<file path="src/rtl/edge_bank_pkg.sv">
package edge_bank_pkg;

    localparam int unsigned WORD_W    = 32;
    localparam int unsigned MODE_W    = 2;
    localparam int unsigned CTRL_BASE = 'h808;
    localparam int unsigned MASK_BASE = 'h848;

    typedef enum logic [MODE_W-1:0] {
        EDGE_RISE = 2'b00,
        EDGE_FALL = 2'b01,
        EDGE_BOTH = 2'b10,
        EDGE_RSVD = 2'b11
    } edge_mode_e;

    typedef enum logic {
        ST_WARMUP = 1'b0,
        ST_ARMED  = 1'b1
    } arm_state_e;

    // Decide whether a (current, previous) sample pair satisfies a mode.
    function automatic logic edge_match(input edge_mode_e mode,
                                        input logic cur,
                                        input logic prv);
        logic res;
        unique case (mode)
            EDGE_RISE: res = cur & ~prv;
            EDGE_FALL: res = ~cur & prv;
            EDGE_BOTH: res = cur ^ prv;
            EDGE_RSVD: res = 1'b0;
            default:   res = 1'b0;
        endcase
        return res;
    endfunction

endpackage

</file>
<file path="src/rtl/edge_bank_regs.sv">
module edge_bank_regs
    import edge_bank_pkg::*;
#(
    parameter int unsigned NUM_LINES = 256,
    parameter int unsigned ADDR_W    = 12
) (
    input  logic                    clk,
    input  logic                    rst_n,
    input  logic [ADDR_W-1:0]       bus_addr,
    input  logic                    bus_wr_en,
    input  logic [WORD_W-1:0]       bus_wdata,
    output logic [WORD_W-1:0]       bus_rdata,
    output logic [MODE_W*NUM_LINES-1:0] mode_flat,
    output logic [NUM_LINES-1:0]    mask_line
);

    localparam int unsigned LINES_PER_CTRL = WORD_W / MODE_W;
    localparam int unsigned LINES_PER_MASK = WORD_W;
    localparam int unsigned CTRL_WORDS     = NUM_LINES / LINES_PER_CTRL;
    localparam int unsigned MASK_WORDS     = NUM_LINES / LINES_PER_MASK;
    localparam int unsigned CIDX_W         = (CTRL_WORDS > 1) ? $clog2(CTRL_WORDS) : 1;
    localparam int unsigned MIDX_W         = (MASK_WORDS > 1) ? $clog2(MASK_WORDS) : 1;

    localparam logic [ADDR_W-1:0] CTRL_LO = ADDR_W'(CTRL_BASE);
    localparam logic [ADDR_W-1:0] CTRL_HI = ADDR_W'(CTRL_BASE + 4 * CTRL_WORDS);
    localparam logic [ADDR_W-1:0] MASK_LO = ADDR_W'(MASK_BASE);
    localparam logic [ADDR_W-1:0] MASK_HI = ADDR_W'(MASK_BASE + 4 * MASK_WORDS);

    logic [WORD_W-1:0] ctrl_q [CTRL_WORDS];
    logic [WORD_W-1:0] mask_q [MASK_WORDS];

    logic              aligned;
    logic              ctrl_hit;
    logic              mask_hit;
    logic [CIDX_W-1:0] ctrl_idx;
    logic [MIDX_W-1:0] mask_idx;

    // Address decode: word-aligned and inside one of the two banks.
    always_comb begin
        aligned  = (bus_addr[1:0] == 2'b00);
        ctrl_hit = aligned && (bus_addr >= CTRL_LO) && (bus_addr < CTRL_HI);
        mask_hit = aligned && (bus_addr >= MASK_LO) && (bus_addr < MASK_HI);
        ctrl_idx = CIDX_W'((bus_addr - CTRL_LO) >> 2);
        mask_idx = MIDX_W'((bus_addr - MASK_LO) >> 2);
    end

    // Mode word storage.
    always_ff @(posedge clk or negedge rst_n) begin
        if (!rst_n) begin
            for (int w = 0; w < CTRL_WORDS; w++) begin
                ctrl_q[w] <= '0;
            end
        end else if (bus_wr_en && ctrl_hit) begin
            ctrl_q[ctrl_idx] <= bus_wdata;
        end
    end

    // Mask word storage.
    always_ff @(posedge clk or negedge rst_n) begin
        if (!rst_n) begin
            for (int w = 0; w < MASK_WORDS; w++) begin
                mask_q[w] <= '0;
            end
        end else if (bus_wr_en && mask_hit) begin
            mask_q[mask_idx] <= bus_wdata;
        end
    end

    // Read return, zero outside the map.
    always_comb begin
        bus_rdata = '0;
        if (ctrl_hit) begin
            bus_rdata = ctrl_q[ctrl_idx];
        end else if (mask_hit) begin
            bus_rdata = mask_q[mask_idx];
        end
    end

    // Unpack the words into per-line fields.
    for (genvar r = 0; r < NUM_LINES; r++) begin : g_unpack
        assign mode_flat[MODE_W*r +: MODE_W] =
            ctrl_q[r / LINES_PER_CTRL][(r % LINES_PER_CTRL) * MODE_W +: MODE_W];
        assign mask_line[r] = mask_q[r / LINES_PER_MASK][r % LINES_PER_MASK];
    end

endmodule

</file>
<file path="src/rtl/edge_bank_seq.sv">
module edge_bank_seq
    import edge_bank_pkg::*;
(
    input  logic clk,
    input  logic rst_n,
    output logic armed_o
);

    arm_state_e state_q;
    arm_state_e state_d;

    always_ff @(posedge clk or negedge rst_n) begin
        if (!rst_n) begin
            state_q <= ST_WARMUP;
        end else begin
            state_q <= state_d;
        end
    end

    // Next-state: warm-up lasts one edge, armed is terminal until reset.
    always_comb begin
        state_d = state_q;
        unique case (state_q)
            ST_WARMUP: state_d = ST_ARMED;
            ST_ARMED:  state_d = ST_ARMED;
            default:   state_d = ST_WARMUP;
        endcase
    end

    // Outputs.
    always_comb begin
        armed_o = 1'b0;
        unique case (state_q)
            ST_WARMUP: armed_o = 1'b0;
            ST_ARMED:  armed_o = 1'b1;
            default:   armed_o = 1'b0;
        endcase
    end

endmodule

</file>
<file path="src/rtl/edge_bank_lane.sv">
module edge_bank_lane
    import edge_bank_pkg::*;
(
    input  logic              clk,
    input  logic              rst_n,
    input  logic              line_i,
    input  logic [MODE_W-1:0] mode_i,
    input  logic              mask_i,
    input  logic              armed_i,
    output logic              hit_o,
    output logic              evt_o
);

    logic prev_q;

    always_comb begin
        hit_o = armed_i && !mask_i && edge_match(edge_mode_e'(mode_i), line_i, prev_q);
    end

    always_ff @(posedge clk or negedge rst_n) begin
        if (!rst_n) begin
            prev_q <= 1'b0;
            evt_o  <= 1'b0;
        end else begin
            prev_q <= line_i;
            evt_o  <= hit_o;
        end
    end

endmodule

</file>
<file path="src/rtl/edge_detect_bank.sv">
module edge_detect_bank
    import edge_bank_pkg::*;
#(
    parameter int unsigned NUM_LINES = 256,
    parameter int unsigned ADDR_W    = 12
) (
    input  logic                 clk,
    input  logic                 rst_n,
    input  logic [NUM_LINES-1:0] lines_i,
    input  logic [ADDR_W-1:0]    bus_addr,
    input  logic                 bus_wr_en,
    input  logic [WORD_W-1:0]    bus_wdata,
    output logic [WORD_W-1:0]    bus_rdata,
    output logic [NUM_LINES-1:0] evt_o,
    output logic                 evt_any_o
);

    logic [MODE_W*NUM_LINES-1:0] mode_flat;
    logic [NUM_LINES-1:0]        mask_line;
    logic [NUM_LINES-1:0]        hit_vec;
    logic                        armed;

    edge_bank_regs #(
        .NUM_LINES (NUM_LINES),
        .ADDR_W    (ADDR_W)
    ) u_regs (
        .clk       (clk),
        .rst_n     (rst_n),
        .bus_addr  (bus_addr),
        .bus_wr_en (bus_wr_en),
        .bus_wdata (bus_wdata),
        .bus_rdata (bus_rdata),
        .mode_flat (mode_flat),
        .mask_line (mask_line)
    );

    edge_bank_seq u_seq (
        .clk     (clk),
        .rst_n   (rst_n),
        .armed_o (armed)
    );

    for (genvar g = 0; g < NUM_LINES; g++) begin : g_lane
        edge_bank_lane u_lane (
            .clk     (clk),
            .rst_n   (rst_n),
            .line_i  (lines_i[g]),
            .mode_i  (mode_flat[MODE_W*g +: MODE_W]),
            .mask_i  (mask_line[g]),
            .armed_i (armed),
            .hit_o   (hit_vec[g]),
            .evt_o   (evt_o[g])
        );
    end

    always_ff @(posedge clk or negedge rst_n) begin
        if (!rst_n) begin
            evt_any_o <= 1'b0;
        end else begin
            evt_any_o <= |hit_vec;
        end
    end

endmodule

</file>
<file path="config.mk">
export PLATFORM = sky130hd
export DESIGN_NAME = edge_detect_bank
export DESIGN_NICKNAME = d
export VERILOG_FILES = /design/src/rtl/edge_bank_pkg.sv /design/src/rtl/edge_bank_regs.sv /design/src/rtl/edge_bank_seq.sv /design/src/rtl/edge_bank_lane.sv /design/src/rtl/edge_detect_bank.sv
export SDC_FILE = /design/constraint.sdc
export NUM_CORES = 2
export LEC_CHECK = 0
export CAP_MARGIN = 10
export CORE_ASPECT_RATIO = 0.5
export CORE_MARGIN = 4
export CORE_UTILIZATION = 52
export CTS_CLUSTER_SIZE = 16
export DETAILED_ROUTE_END_ITERATION = 16
export PLACE_DENSITY = 0.84
export SYNTH_ARGS = -nofsm -noshare
export SYNTH_HDL_FRONTEND = slang
export SYNTH_HIERARCHICAL = 1
export SYNTH_SLANG_ARGS = --single-unit
</file>
<file path="constraint.sdc">
create_clock -name clk -period 5.7 [get_ports clk]
set_clock_uncertainty 0.1 [all_clocks]
set_input_delay 0.855 -clock clk [delete_from_list [all_inputs] [get_ports clk]]
set_output_delay 0.855 -clock clk [all_outputs]
set_load 0.01 [all_outputs]
</file>
# == Word level (Yosys, flattened, before mapping) ==
# Cells that the tools add are included.
# totals
register_bits,1282
in_bits,303
output_inout_bits,289
elab_cells,3904
# op_classes
addsub,2
n_lt_le_gt_ge,8
eq_ne,768
muxes,271
bitwise,1283
reduce_logical,1034
# op_table
cell,n
"2-bit == test, second input constant",512
1-bit case mux with 4 select lines,256
1-bit logical AND,520
2-bit zero test,257
1-bit inverter,513
1-bit AND,512
512-bit bitwise mux,1
"2-bit by 1-bit == test with 1-bit output, second input constant",256
256-bit bitwise mux,1
1-bit zero test,256
32-bit two-way mux,8
256-bit OR reduction,1
1-bit bitwise XOR,256
32-bit binary-select mux with 4-bit select,1
32-bit demux with 4-bit select,1
32-bit binary-select mux with 3-bit select,1
32-bit demux with 3-bit select,1
"12-bit greater-or-equal comparator, second input constant",2
"12-bit < comparator, second input constant",2
"6-bit by 4-bit subtractor with 6-bit output, second input constant",1
"5-bit greater-or-equal comparator, second input constant",1
"5-bit by 1-bit < comparator with 1-bit output, second input constant",1
4-bit inverter with 5-bit output,1
"5-bit by 4-bit subtractor with 5-bit output, second input constant",1
4 further kinds,4

# == Logic depth before layout (Yosys ltp) ==
# depth
word_depth,7
depth_mapped,13

# == By module ==
# Netlist, hierarchy kept.
# modules_own_cells
module,instances,cells_each,area_each_um2,seq_area_each_um2
edge_bank_regs,1,2221,35180.0,19218.4
edge_bank_lane,256,10,113.9,50.0
edge_detect_bank,1,86,575.6,25.0
edge_bank_seq,1,2,28.8,25.0

# == Worst setup path before layout ==
# OpenSTA, ideal clock, no wires.
# synth_timing
path_kind,register to register
start,register u_seq.state_q
end,register evt_any_o
setup_ns,0.070
arrival_time_ns,4.831
required_ns,5.530
slack_ns,0.699
path_stages_with_launch,6
n_path_buf,0
period_less_slack_ns,5.001
path_cell_list,dfrtp_1 o2111a_1 nor4_1 nand4_1 nor4_1 nand4_1
# synth_between
elab_chain_len,5
elab_cells_between_ends,515
# synth_rtl
item,line,rtl
from (decl),edge_bank_seq.sv:9,arm_state_e state_q;
from (signal assigned),edge_bank_seq.sv:16,state_q <= state_d;
1-bit inverter,edge_bank_seq.sv:33,unique case (state_q)
1-bit case mux with 2 select lines *,edge_bank_seq.sv:33,
1-bit logical AND * (2 in series),edge_bank_lane.sv:17,"hit_o = armed_i && !mask_i && edge_match(edge_mode_e'(mode_i), line_i, prev_q);"
net hit_vec[39],edge_detect_bank.sv:20,logic [NUM_LINES-1:0] hit_vec;
256-bit OR reduction *,edge_detect_bank.sv:60,evt_any_o <= |hit_vec;
to (signal assigned),edge_detect_bank.sv:60,
to (decl),edge_detect_bank.sv:15,output logic evt_any_o
# Mark *: on every way through the listed nets, which the timed path passes. The rest lies on a longest branch.
# A chain may end at the register's enable or synchronous reset.

# == Final worst setup path ==
# layout_timing
start,input port bus_addr[9]
end,output port bus_rdata[26]
# layout_between
elab_chain_len,5
elab_cells_between_ends,10
# layout_rtl
item,line,rtl
from (decl),edge_detect_bank.sv:10,"input logic [ADDR_W-1:0] bus_addr,"
12-bit greater-or-equal comparator,edge_bank_regs.sv:42,mask_hit = aligned && (bus_addr >= MASK_LO) && (bus_addr < MASK_HI);
1-bit logical AND (2 in series),edge_bank_regs.sv:42,
32-bit two-way mux,edge_bank_regs.sv:74,end else if (mask_hit) begin
32-bit two-way mux *,edge_bank_regs.sv:72,if (ctrl_hit) begin
to (decl),edge_detect_bank.sv:13,"output logic [WORD_W-1:0] bus_rdata,"
# Mark *: on every way between the ends. The rest lies on a longest branch, timed or not.

==> out/results.ini <==
[cts]
clkTransAtPathRegs_ns=0.07
cts_tree=yes
cts-resized-gates=0
numCtsBuffers=116
htreeDepth=3
clockBufferDepth=3
clk_latency_ns=0.75
clkSinkCount=1282
root_buffer=clkbuf_16
cts_hold_buf=0
post_cts_buffers=0

[global_route]
grt_max_degree=155
grt_overflow=0
grt_pass1_vias=47100
grt_pass1_wl_um=318000
track_usage_pct=33.1
antenna_found_initial=45

[sta]
hold_viol_final=17
period_needed_ns=5.35
setup_viol=0
slew-limit-headroom_pct=11.0
rsz0062_at_grt=false
worst_slew_pin_slew_ns=1.33
worst_slack_ns=0.349
post-route-period-util_pct=93.9
fmax_mhz=187
finalSetupTns_ns=0
hold_ws_ns=-0.0532
report.final.slew_viol_count=0

[critical_path]
r2r_setup_slack_ns=2.02
cp.arrival_ns=4.40
cp_max_fo=9
startpoint_type=primary input
crit_required_ns=4.74
critPathCaptureType=output pin
path_class=primary input to output pin
crit_path_start=bus_addr[9]
r2r-start=u_seq/state_q$_DFF_PN0_

[pwr]
power_density_nw_per_um2=255
peakVddDrop_uv=245
power_leakage_uw=0.0377

[floorplanning]
core_um2=124000
die_h_um=258
dieArea_um2=131000
initial_core_util_pct=52.5
die_x_um=508
ios=592
placementRows=91

[synth]
synth.yosys.seq_area_share_pct=49.4
synthTopCellsByArea=dfrtp_1 49%, mux2_1 13%, ha_1 10%
synth-edff-count=0
avgSynthCellArea_um2=13.3
synthArstFlopShare_pct=100
yosysUniqueCellTypes=56
syn_area_um2=64900
yosysMostFrequentCell=dfrtp_1
synth_top_area_share_pct=49.4
synth_nets=5690
synth-seq-cells=1282
synthFlopType=dfrtp_1
yosysTopAreaCell=dfrtp_1
ys_warn_count=6
synth_commonest_cells=1282 x dfrtp_1, 794 x inv_1, 725 x mux2_1, 518 x ha_1, 309 x mux2_2
syn_inst=4869

[placed_design]
hpwl_um=160000
routabilityCongestion=0.957
pre_cts_slack_ns=0.479
io_buffers=591
placed_area_um2=73100
numPlacedInstances=7027

[route]
antenna_left=0
met3_length_um=21100
drc=0
dr.max_layer_used=met5
firstDrtPassIters=5
wl_per_cell_um=30.2
viasPerCell=6.24
wl_met1_um=80400
drt_iter0_markers=4560
route.met2.wl_um=102000
vias=45300
routed_wl_um=220000

[layout]
nets=6292
stdcell_area_um2=77300
area_growth_pct=19.0
drive_above_1_share_pct=15.0
final-instance-count-excl-fill=7266

[status]
violations=hold timing
status=finished with violations

[min_path]
min_path_type=primary input to async pin

[run]
cap_violations=0

-- cell families after synthesis --
family,after synthesis,share of synthesized area [%]
AND/OR/NAND/NOR,193,1.79
XOR/XNOR,2,0.0385
flip-flops,1282,49.4
adder cells (fa/ha/maj),518,9.98
buffers and inverters,1004,6.10
multiplexers,1275,25.4
other,1,0.00578
AO/OA/AOI/OAI,594,7.26
-- metal layers --
layer | track usage, % | up-vias
li1 | - | 18500
met1 | 40.9 | 23600
met3 | 8.58 | 732
met5 | 0 | -
met2 | 52.7 | 2452
met4 | 20.1 | 12
-- sequential cells by signal, summed over array words and instances (netlist names) --
register,flops
g_lane.u_lane/evt_o,256
u_regs/mode_flat,512
g_lane.u_lane/prev_q,256
evt_any_o,1
u_regs/mask_line,256
u_seq/state_q,1
-- through the flow --
step	utilization, %	total power, uW
2_1_floorplan	-	10300
3_3_place_gp	59.1	11300
3_5_place_dp	59.1	11400
4_1_cts	62.4	19700
5_1_grt	62.5	20300
6_report	62.5	19700
-- worst max-delay path: stages --
cell and delay [ns]:
clkdlybuf4s50_1 0.45, nor3_1 0.67, and2_1 0.25, nand3_1 0.62, buf_4 0.43, o22ai_1 0.46, clkdlybuf4s50_1 0.66
-- final timing paths --
kind / to / cells past startpoint
max: bus_rdata[26] / 7
min: u_regs/mode_flat[408]$_DFFE_PN0P_ / 1
max reg2reg: evt_any_o$_DFF_PN0_ / 6
min reg2reg: u_regs/mask_line[144]$_DFFE_PN0P_ / 1
max in group asynchronous: g_lane[1].u_lane/prev_q$_DFF_PN0_ / 2
min in group clk: u_regs/mask_line[144]$_DFFE_PN0P_ / 1
-- area by class of cell --
| class | count | area, um^2 |
|---|---|---|
| fillers | 9038 | 46400 |
| repair buffers | 693 | 6930 |
| inverters | 795 | 2980 |
| multi-input cells | 2583 | 29000 |
| flip-flops and latches | 1282 | 32100 |
| diodes | 24 | 60.1 |
| clock buffers | 169 | 3420 |
| well taps | 1674 | 2090 |
| clock inverters | 46 | 641 |
-- cells in the final DEF, fill, tap and decap left out, types with 21 or more instances in the layout --
cell type,instances
mux2_1,725
inv_1,794
mux4_2,196
clkbuf_1,22
buf_4,84
o2111a_1,256
nor4_1,63
nand4_1,21
clkinv_2,21
clkdlybuf4s50_1,588
diode_2,24
o22ai_1,26
clkbuf_8,31
mux2_2,309
ha_1,517
nand3_1,22
o21ai_0,266
mux2i_1,45
clkbuf_16,117
dfrtp_1,1281
-- where the power goes --
part	internal, uW	leakage (uW)	switching, uW
Combinational	732	0.0185	1120
Clock	4800	0.00200	3640
Sequential	9290	0.0172	124
No activity file was read; power rests on OpenSTA's default activity.
